--- config.mk ---
export PLATFORM = sky130hd
export DESIGN_NAME = scl_wave_gen
export DESIGN_NICKNAME = d
export VERILOG_FILES = /design/src/rtl/scl_div_pkg.sv /design/src/rtl/scl_sense_sync.sv /design/src/rtl/scl_cfg_hold.sv /design/src/rtl/scl_phase_fsm.sv /design/src/rtl/scl_wave_gen.sv
export SDC_FILE = /design/constraint.sdc
export NUM_CORES = 1
export LEC_CHECK = 0
export ABC_AREA = 1
export CORE_ASPECT_RATIO = 0.8
export CORE_MARGIN = 2
export CORE_UTILIZATION = 60
export DETAILED_ROUTE_END_ITERATION = 12
export DONT_BUFFER_PORTS = 1
export MAX_ROUTING_LAYER = met4
export PLACE_DENSITY = 0.87
export SETUP_SLACK_MARGIN = 0.1
export SLEW_MARGIN = 10
export SYNTH_ARGS = -nofsm -noshare
export SYNTH_HDL_FRONTEND = slang
export SYNTH_HIERARCHICAL = 1
export SYNTH_SLANG_ARGS = --single-unit
--- constraint.sdc ---
create_clock -name clk -period 3.4 [get_ports clk]
set_clock_uncertainty 0.2 [all_clocks]
set_input_delay 0.85 -clock clk [delete_from_list [all_inputs] [get_ports clk]]
set_output_delay 0.85 -clock clk [all_outputs]
set_load 0.05 [all_outputs]
--- src/rtl/scl_div_pkg.sv ---
package scl_div_pkg;

  localparam int unsigned DIV_W   = 8;
  localparam int unsigned EXP_W   = 3;
  localparam int unsigned EXP_LSB = 2 * DIV_W;
  localparam int unsigned CFG_W   = 2 * DIV_W + EXP_W;

  typedef enum logic [1:0] {
    PH_IDLE = 2'd0,
    PH_LOW  = 2'd1,
    PH_WAIT = 2'd2,
    PH_HIGH = 2'd3
  } phase_e;

  // Exponent clipped to the build-time ceiling.
  function automatic int unsigned eff_exp(input logic [EXP_W-1:0] ex,
                                          input int unsigned max_exp);
    return (32'(ex) > max_exp) ? max_exp : 32'(ex);
  endfunction

  // Phase length in system clocks.
  function automatic int unsigned phase_len(input logic [DIV_W-1:0] div,
                                            input logic [EXP_W-1:0] ex,
                                            input int unsigned max_exp,
                                            input int unsigned offset);
    return (32'(div) << eff_exp(ex, max_exp)) + offset;
  endfunction

endpackage

--- src/rtl/scl_sense_sync.sv ---
module scl_sense_sync #(
  parameter int unsigned STAGES = 2
) (
  input  logic clk,
  input  logic rst_n,
  input  logic d_async,
  output logic q_sync
);
  generate
    if (STAGES == 0) begin : g_pass
      assign q_sync = d_async;
    end else begin : g_ff
      logic [STAGES-1:0] sh_q;
      always_ff @(posedge clk or negedge rst_n) begin
        if (!rst_n) sh_q <= '1;
        else        sh_q <= (sh_q << 1) | STAGES'(d_async);
      end
      assign q_sync = sh_q[STAGES-1];
    end
  endgenerate
endmodule

--- src/rtl/scl_cfg_hold.sv ---
module scl_cfg_hold
  import scl_div_pkg::*;
#(
  parameter int unsigned OFFSET  = 4,
  parameter int unsigned MAX_EXP = 7,
  parameter int unsigned LEN_W   = 16
) (
  input  logic                      clk,
  input  logic                      rst_n,
  input  logic                      load,
  input  logic [CFG_W-1:0]          wave_cfg,
  output logic [1:0][LEN_W-1:0]     len_o
);
  // index 0 = low phase, 1 = high phase
  for (genvar p = 0; p < 2; p++) begin : g_ph
    logic [LEN_W-1:0] len_d, len_r;
    assign len_d = LEN_W'(phase_len(wave_cfg[p*DIV_W +: DIV_W],
                                    wave_cfg[EXP_LSB +: EXP_W],
                                    MAX_EXP, OFFSET));
    always_ff @(posedge clk or negedge rst_n) begin
      if (!rst_n)    len_r <= LEN_W'(OFFSET);
      else if (load) len_r <= len_d;
    end
    assign len_o[p] = len_r;
  end
endmodule

--- src/rtl/scl_phase_fsm.sv ---
module scl_phase_fsm
  import scl_div_pkg::*;
#(
  parameter int unsigned LEN_W = 16
) (
  input  logic             clk,
  input  logic             rst_n,
  input  logic             enable,
  input  logic             scl_hi,
  input  logic [LEN_W-1:0] len_lo,
  input  logic [LEN_W-1:0] len_hi,
  output logic             load,
  output logic             scl_o,
  output logic             fall_stb,
  output logic             rise_stb,
  output logic             mid_stb
);
  phase_e           st_q, st_d;
  logic [LEN_W-1:0] cnt_q, cnt_d;
  logic [LEN_W-1:0] cur_len;
  logic             last_cyc;
  logic             counting;

  assign cur_len  = (st_q == PH_HIGH) ? len_hi : len_lo;
  assign last_cyc = (cnt_q == cur_len - LEN_W'(1));
  assign counting = (st_q == PH_LOW) || (st_q == PH_HIGH);

  always_comb begin
    st_d  = st_q;
    cnt_d = cnt_q + LEN_W'(1);
    load  = 1'b0;
    case (st_q)
      PH_IDLE: begin
        cnt_d = '0;
        if (enable) begin
          st_d = PH_LOW;
          load = 1'b1;
        end
      end
      PH_LOW: begin
        if (last_cyc) begin
          st_d  = PH_WAIT;
          cnt_d = '0;
        end
      end
      PH_WAIT: begin
        cnt_d = '0;
        if (scl_hi) st_d = PH_HIGH;
      end
      PH_HIGH: begin
        if (last_cyc) begin
          cnt_d = '0;
          if (enable) begin
            st_d = PH_LOW;
            load = 1'b1;
          end else begin
            st_d = PH_IDLE;
          end
        end
      end
      default: begin
        st_d  = PH_IDLE;
        cnt_d = '0;
      end
    endcase
  end

  always_ff @(posedge clk or negedge rst_n) begin
    if (!rst_n) begin
      st_q  <= PH_IDLE;
      cnt_q <= '0;
    end else begin
      st_q  <= st_d;
      cnt_q <= cnt_d;
    end
  end

  assign scl_o    = (st_q != PH_LOW);
  assign fall_stb = (st_q == PH_LOW)  && (cnt_q == '0);
  assign rise_stb = (st_q == PH_HIGH) && (cnt_q == '0);
  assign mid_stb  = counting && (cnt_q == (cur_len >> 1));


  low_within_len_chk: assert property (@(posedge clk) disable iff (!rst_n)
    (st_q == PH_LOW) |-> (cnt_q < len_lo));


  high_within_len_chk: assert property (@(posedge clk) disable iff (!rst_n)
    (st_q == PH_HIGH) |-> (cnt_q < len_hi));


  rise_after_sense_chk: assert property (@(posedge clk) disable iff (!rst_n)
    rise_stb |-> $past(scl_hi));


  len_held_chk: assert property (@(posedge clk) disable iff (!rst_n)
    ((st_q == PH_WAIT) || (st_q == PH_HIGH) || ((st_q == PH_LOW) && (cnt_q != '0)))
      |-> ($stable(len_lo) && $stable(len_hi)));


  fall_needs_enable_chk: assert property (@(posedge clk) disable iff (!rst_n)
    $fell(scl_o) |-> $past(enable));


  strobes_apart_chk: assert property (@(posedge clk) disable iff (!rst_n)
    $onehot0({fall_stb, rise_stb, mid_stb}));

endmodule

--- src/rtl/scl_wave_gen.sv ---
module scl_wave_gen
  import scl_div_pkg::*;
#(
  parameter int unsigned OFFSET      = 4,
  parameter int unsigned MAX_EXP     = 7,
  parameter int unsigned SYNC_STAGES = 2
) (
  input  logic             clk,
  input  logic             rst_n,
  input  logic             enable,
  input  logic [18:0]      wave_cfg,
  input  logic             scl_sense,
  output logic             scl_o,
  output logic             fall_stb,
  output logic             rise_stb,
  output logic             mid_stb
);
  localparam int unsigned LEN_W = DIV_W + MAX_EXP + 1;

  logic                  scl_hi;
  logic                  load;
  logic [1:0][LEN_W-1:0] len;

  scl_sense_sync #(.STAGES(SYNC_STAGES)) u_sync (
    .clk     (clk),
    .rst_n   (rst_n),
    .d_async (scl_sense),
    .q_sync  (scl_hi)
  );

  scl_cfg_hold #(.OFFSET(OFFSET), .MAX_EXP(MAX_EXP), .LEN_W(LEN_W)) u_cfg (
    .clk      (clk),
    .rst_n    (rst_n),
    .load     (load),
    .wave_cfg (wave_cfg),
    .len_o    (len)
  );

  scl_phase_fsm #(.LEN_W(LEN_W)) u_fsm (
    .clk      (clk),
    .rst_n    (rst_n),
    .enable   (enable),
    .scl_hi   (scl_hi),
    .len_lo   (len[0]),
    .len_hi   (len[1]),
    .load     (load),
    .scl_o    (scl_o),
    .fall_stb (fall_stb),
    .rise_stb (rise_stb),
    .mid_stb  (mid_stb)
  );


  idle_released_chk: assert property (@(posedge clk) disable iff (!rst_n)
    (!enable && scl_o && !load && !rise_stb && !mid_stb) |=> !fall_stb);

endmodule

# [Yosys cells after proc, flatten, opt, wreduce, memory -nomap -nowiden]
# Index checks and enable logic that the tools add are counted.
[word_totals] ff_bits=52
[op_classes] addsub=4 mux=12 n_bitwise=1 n_shift=2 n_reduce_logical=9 n_eq_ne=10
[op_table] op="$add A16 B3 Y16 const B" n=2
[op_table] op="$mux W16" n=2
[op_table] op="$pmux W16 S2" n=1
[op_table] op="$shl A8 B3 Y16" n=2
[op_table] op="$add A16 B1 Y16 const B" n=1
[op_table] op="$eq A16 B15 Y1" n=1
[op_table] op="$eq A16 B16 Y1" n=1
[op_table] op="$logic_not A16 Y1" n=1
[op_table] op="$sub A16 B1 Y16 const B" n=1
[op_table] op="$mux W2" n=4
[op_table] op="$pmux W2 S4" n=1
[op_table] op="$ne A2 B1 Y1 const B" n=3
[op_table] op="$eq A2 B2 Y1 const B" n=2
[op_table] op="$ne A2 B2 Y1 const B" n=2
[op_table] op="$reduce_and A4 Y1" n=1
[op_table] op="$reduce_or A2 Y1" n=2
[op_table] op="$logic_and A1 B1 Y1" n=3
[op_table] op="$mux W1" n=3
[op_table] op="$eq A2 B1 Y1 const B" n=1
[op_table] op="$logic_not A2 Y1" n=1
[op_table] op="$or A2 B1 Y2" n=1
[op_table] op="$pmux W1 S2" n=1
[op_table] op="$logic_or A1 B1 Y1" n=1

# [Longest topological paths before layout]
[logic_depth] ltp_word=6 ltp_mapped=21 ltp_nobuf=20

# [By module]
# The synthesis kept the hierarchy.
[by_module_without_submodules] mod="scl_cfg_hold" area_per_inst_um2=2200.9 cells_per_inst=325 instances=1
[by_module_without_submodules] mod="scl_phase_fsm" area_per_inst_um2=2197.1 cells_per_inst=380 instances=1
[by_module_without_submodules] mod="scl_sense_sync" area_per_inst_um2=52.6 cells_per_inst=2 instances=1

# [Worst setup path after synthesis]
# Ideal clock, no wire load.
[synth_timing] path_type="reg2out" from="reg u_fsm.st_q[0]" to="out mid_stb" arrival_ns=3.157 path_buffers=2 slack_ns=-0.807 stages_incl_launch_ff=10 path_cell_list="dfrtp_1 -> ha_1 -> buf_4 -> buf_4 -> nand2_1 -> nand2_1 -> xor2_1 -> a2111oi_0 -> nand2_1 -> nor4_1"
[synth_between] elab_chain_len=4 elab_cells_between_ends=6 classes_between="3 x eq/ne; 1 x mux; 2 x reduce/logical"
[synth_lines] item="start, declared" line_no="scl_phase_fsm.sv:18" source="phase_e st_q, st_d;"
[synth_lines] item="start signal, assigned" line_no="scl_phase_fsm.sv:73" source="st_q <= st_d;"
[synth_lines] item="$eq A2 B2 Y1" line_no="scl_phase_fsm.sv:24, scl_phase_fsm.sv:26"
[synth_lines] item="$mux W16" line_no="scl_phase_fsm.sv:24" source="assign cur_len = (st_q == PH_HIGH) ? len_hi : len_lo;"
[synth_lines] item="$eq A16 B15 Y1" line_no="scl_phase_fsm.sv:81" source="assign mid_stb = counting && (cnt_q == (cur_len >> 1));"
[synth_lines] item="$logic_and A1 B1 Y1 *" line_no="scl_phase_fsm.sv:81"
[synth_lines] item="end, declared" line_no="scl_wave_gen.sv:16" source="output logic mid_stb"
# Every way passes the cells marked *; elsewhere a longest branch is shown, timed or not.

# [Final worst setup path]
[layout_timing] from="reg u_fsm.st_q[0]" to="reg u_cfg.g_ph[0].len_r[0]"
[layout_between] elab_chain_len=6 elab_cells_between_ends=7 classes_between="1 x add/sub; 2 x eq/ne; 3 x mux; 1 x reduce/logical"
[layout_lines] item="$eq A2 B2 Y1" line_no="scl_phase_fsm.sv:24, scl_phase_fsm.sv:32"
[layout_lines] item="$mux W16" line_no="scl_phase_fsm.sv:24"
[layout_lines] item="$sub A16 B1 Y16" line_no="scl_phase_fsm.sv:25" source="assign last_cyc = (cnt_q == cur_len - LEN_W'(1));"
[layout_lines] item="$eq A16 B16 Y1" line_no="scl_phase_fsm.sv:25"
[layout_lines] item="$mux W1" line_no="scl_phase_fsm.sv:51" source="if (last_cyc) begin"
[layout_lines] item="$pmux W1 S2 *" line_no="scl_phase_fsm.sv:32" source="case (st_q)"
[layout_lines] item="named net load" line_no="scl_wave_gen.sv:21" source="logic load;"
[layout_lines] item="end signal, assigned" line_no="scl_cfg_hold.sv:21" source="if (!rst_n) len_r <= LEN_W'(OFFSET);"
[layout_lines] item="end signal, assigned" line_no="scl_cfg_hold.sv:22" source="else if (load) len_r <= len_d;"
[layout_lines] item="end, declared" line_no="scl_cfg_hold.sv:16" source="logic [LEN_W-1:0] len_d, len_r;"
# Mark *: on every way through the listed nets, which the timed path passes. The rest lies on a longest branch.
# A chain may end at the register's enable or synchronous reset.

==> impl_metrics.tcl <==
set metrics [dict create \
    reg2reg_depth 20 \
    fin_util_pct 72.7 \
    rows 28 \
    wire_per_inst_um 16.4 \
    cts_num_sinks 52 \
    crit_top_cell "buf_6" \
    hold_path.class "input port to async pin" \
    ff2ff_setup_slack_ns -0.01 \
    grt_usage_pct 33.5 \
    max_slew_margin_pct 62.5 \
    reg2reg_to "u_cfg/g_ph[0].len_r[0]" \
    layout.nets 777 \
    cts_tree "yes" \
    startpoint_type "register" \
    numPortBuffers 0 \
    place_area_sq_um 4550 \
    cts_max_path_buffers 2 \
    period_needed_ns 3.41 \
    power_density_nw_per_um2 789 \
    max_freq_mhz 293 \
    ys_ff_latch 52 \
    synth-compound-area-share_pct 5.76 \
    core_sq_um 7290 \
    synth-edff-count 0 \
    failed_checks "setup timing" \
    p_leak_nw 2.72 \
    h-tree-depth 2 \
    worstSkewPairLatency_ns 0.32 \
    start_util_pct 61.1 \
    grt_pass1_wl_um 20800 \
    hold_viol 0 \
    vdd_drop_max_mv 0.477 \
    cts_made_buffers 5 \
    drt_wl_total_um 13700 \
    first_iter_violations 685 \
    layout-drive-gt1-share_pct 19.6 \
    synthAdderAreaFrac_pct 2.81 \
    synth_xor_area_share_pct 4.33 \
    total_power_mw 4.18 \
    final_area_sq_um 5300 \
    instances_no_fill 835 \
    drv_slew 0 \
    critPathTopFamily "simple AND/OR/NAND/NOR gates" \
    tns_ns -0.0132 \
    n_antenna_cell 0 \
    clkTransAtPathRegs_ns 0.10 \
    syn-num-nets 740 \
    ys_seq_area_share_pct 29.4 \
    syn_avg_cell_area_sq_um 6.29 \
    grt_max_degree 52 \
    dieWidth_um 100 \
    fin_crit_sh_pct 100 \
    cp_slowest_stage_delay_ns 0.42 \
    critPathMaxFanout 7 \
    syn_inst 707 \
    worst_pin_slew_ns 0.558 \
    timing.final.ws_setup_ns -0.0132 \
    root_buffer "clkbuf_8" \
    cp.required_ns 3.43 \
    place_hpwl_um 9660 \
    synth_top_family_by_area "simple AND/OR/NAND/NOR gates" \
    vias 4876 \
    synth_ff_type "dfrtp_1" \
    status "finished, violations left" \
    ant_nets 0 \
    muxShareOfSynthArea_pct 0.450 \
    cp_num_buf_inv 5 \
    grt_pass1_vias 4288 \
    maxCapViolCount 0 \
    slowest_stage "dfrtp_1" \
    routed_via_density 5.84 \
    firstDrtPassIters 5 \
    crit_type "register to register" \
    worstPathArrival_ns 3.44 \
    netlist_area_sq_um 4450 \
    finalSetupViolCount 1 \
    nFillCells 596 \
    rsz0062_at_grt "true" \
    ys_types 36 \
    dieArea_sq_um 8130 \
    path_cells "ha_4, buf_6, nand2_2, nand2_4, ha_4, inv_1, nor2_4, nand2_2, nor2_2, buf_4, nand3_1, nand2_1, nand4_1, nor2_2, nand4_1, a21oi_2, buf_6, buf_6, nand2_1, o31ai_1" \
    reg2reg_from "u_fsm/st_q[0]" \
    gr-total-overflow 0 \
    dp_cells 790 \
    grt_antenna_before_repair 0 \
    area_growth_pct 19.0 \
    cp-end-kind "register" \
    die_y_um 81.0 \
    async_reset_ff_share_pct 100 \
    ios 27 \
    yosysWarnings 6 \
    yosys.area_share.simple_pct 46.7 \
    finalWeightedCongestion 1.10 \
    drc 0 \
]
synth_stat cells, types with 10 or more instances:
cell	count	area share, %
nand4_1	11	1.5
nor2_1	60	5.1
xor2_1	20	3.9
nand2_2	15	2.1
nand3_1	96	11
o21ai_0	19	2.1
inv_1	71	6.0
nand2_1	263	22
nor2_2	10	1.4
dfrtp_1	48	27
ha_1	10	2.8
how the worst max path moves through the flow:
stage,endpoint,cells past startpoint,start
after floorplan,mid_stb,9,u_fsm/st_q[0]
after global placement,mid_stb,11,u_fsm/st_q[0]
after detailed placement,u_cfg/g_ph[1].len_r[5],20,u_fsm/st_q[0]
after CTS,mid_stb,11,u_fsm/st_q[0]
after global routing,u_cfg/g_ph[1].len_r[5],23,u_fsm/st_q[0]
final,u_cfg/g_ph[0].len_r[0],20,u_fsm/st_q[0]
cell type report:
type	instances	area [sq um]	share of cell area [%]
Clock buffer	5	68.8	1.30
Clock inverter	3	46.3	0.874
Inverter	79	322	6.07
Multi-Input combinational cell	554	2930	55.3
Sequential cell	52	1310	24.7
Tap cell	90	113	2.13
Timing Repair Buffer	51	504	9.52
Timing Repair inverter	1	6.26	0.118
sequential cells by signal, summed over array words and instances (netlist names):
register	count
u_cfg/g_ph.len_r	32
u_sync/g_ff.sh_q	2
u_fsm/cnt_q	16
u_fsm/st_q	2
what timing repair did:
item,CTS,global route
hold buffers,1,1
setup endpoints to repair,31,31
cloned,1,4
resized for setup,20,62
buffers inserted,1,29
endpoints found under the hold margin,2,26
pin swaps,6,27
per-stage QoR:
| step | worst slack [ns] | hold slack (ns) |
|---|---|---|
| detailed placement | -0.0308 | 0.154 |
| global route | -0.139 | -0.00165 |
| finish | -0.0132 | 0.0198 |
| floorplan | 0.103 | 0.145 |
| CTS | 0.0421 | 0.000849 |
| global placement | 0.118 | 0.150 |
report_power, final:
part | total, mW | switching, mW | internal [mW] | leakage (nW)
combinational | 2.79 | 1.70 | 1.09 | 1.98
clock | 0.450 | 0.227 | 0.223 | 0.0600
sequential | 0.940 | 0.152 | 0.787 | 0.683
total | 4.18 | 2.08 | 2.10 | 2.72
cells by family (layout without fill, tap and decap cells):
kind of cell               Yosys count  in the layout
DFF                                 52             52
AOI/OAI and AO/OA                   44             44
and+or+nand+nor                    476            476
muxes                                2              2
adders and majority gates           10             10
buffers and inverters              101            139
xor gates and xnor gates            22             22
layout by cell type, fill, tap and decap left out, types with 4 or more instances in the layout:
master | netlist | final
buf_6 | 7 | 5
nand2_2 | 15 | 20
dfstp_2 | 4 | 4
nor3_1 | 7 | 7
ha_1 | 10 | 8
xor2_1 | 20 | 17
nand2_1 | 263 | 249
nand4_1 | 11 | 11
o21ai_0 | 19 | 12
inv_1 | 71 | 68
o21ai_1 | 3 | 7
nand2_4 | 2 | 11
a21oi_1 | 7 | 6
dfrtp_1 | 48 | 48
nand3_2 | 4 | 4
buf_12 | 1 | 5
buf_4 | 3 | 35
inv_2 | 7 | 6
clkbuf_8 | 0 | 5
nor2_4 | 2 | 7
nand3_1 | 96 | 96
nor2_1 | 60 | 52
nor2_2 | 10 | 13
metal layers:
metal / part of all wire [%] / wire length [um] / vias to the layer above / global-route usage, %
met5: 0 / 0 / - / -
met4: 2.1 / 281 / 0 / 7.81
met3: 10 / 1380 / 34 / 6.28
met2: 43 / 5940 / 267 / 48.0
met1: 44 / 6080 / 2257 / 49.2
li1: - / - / 2318 / -
No activity file was read; power rests on OpenSTA's default activity.
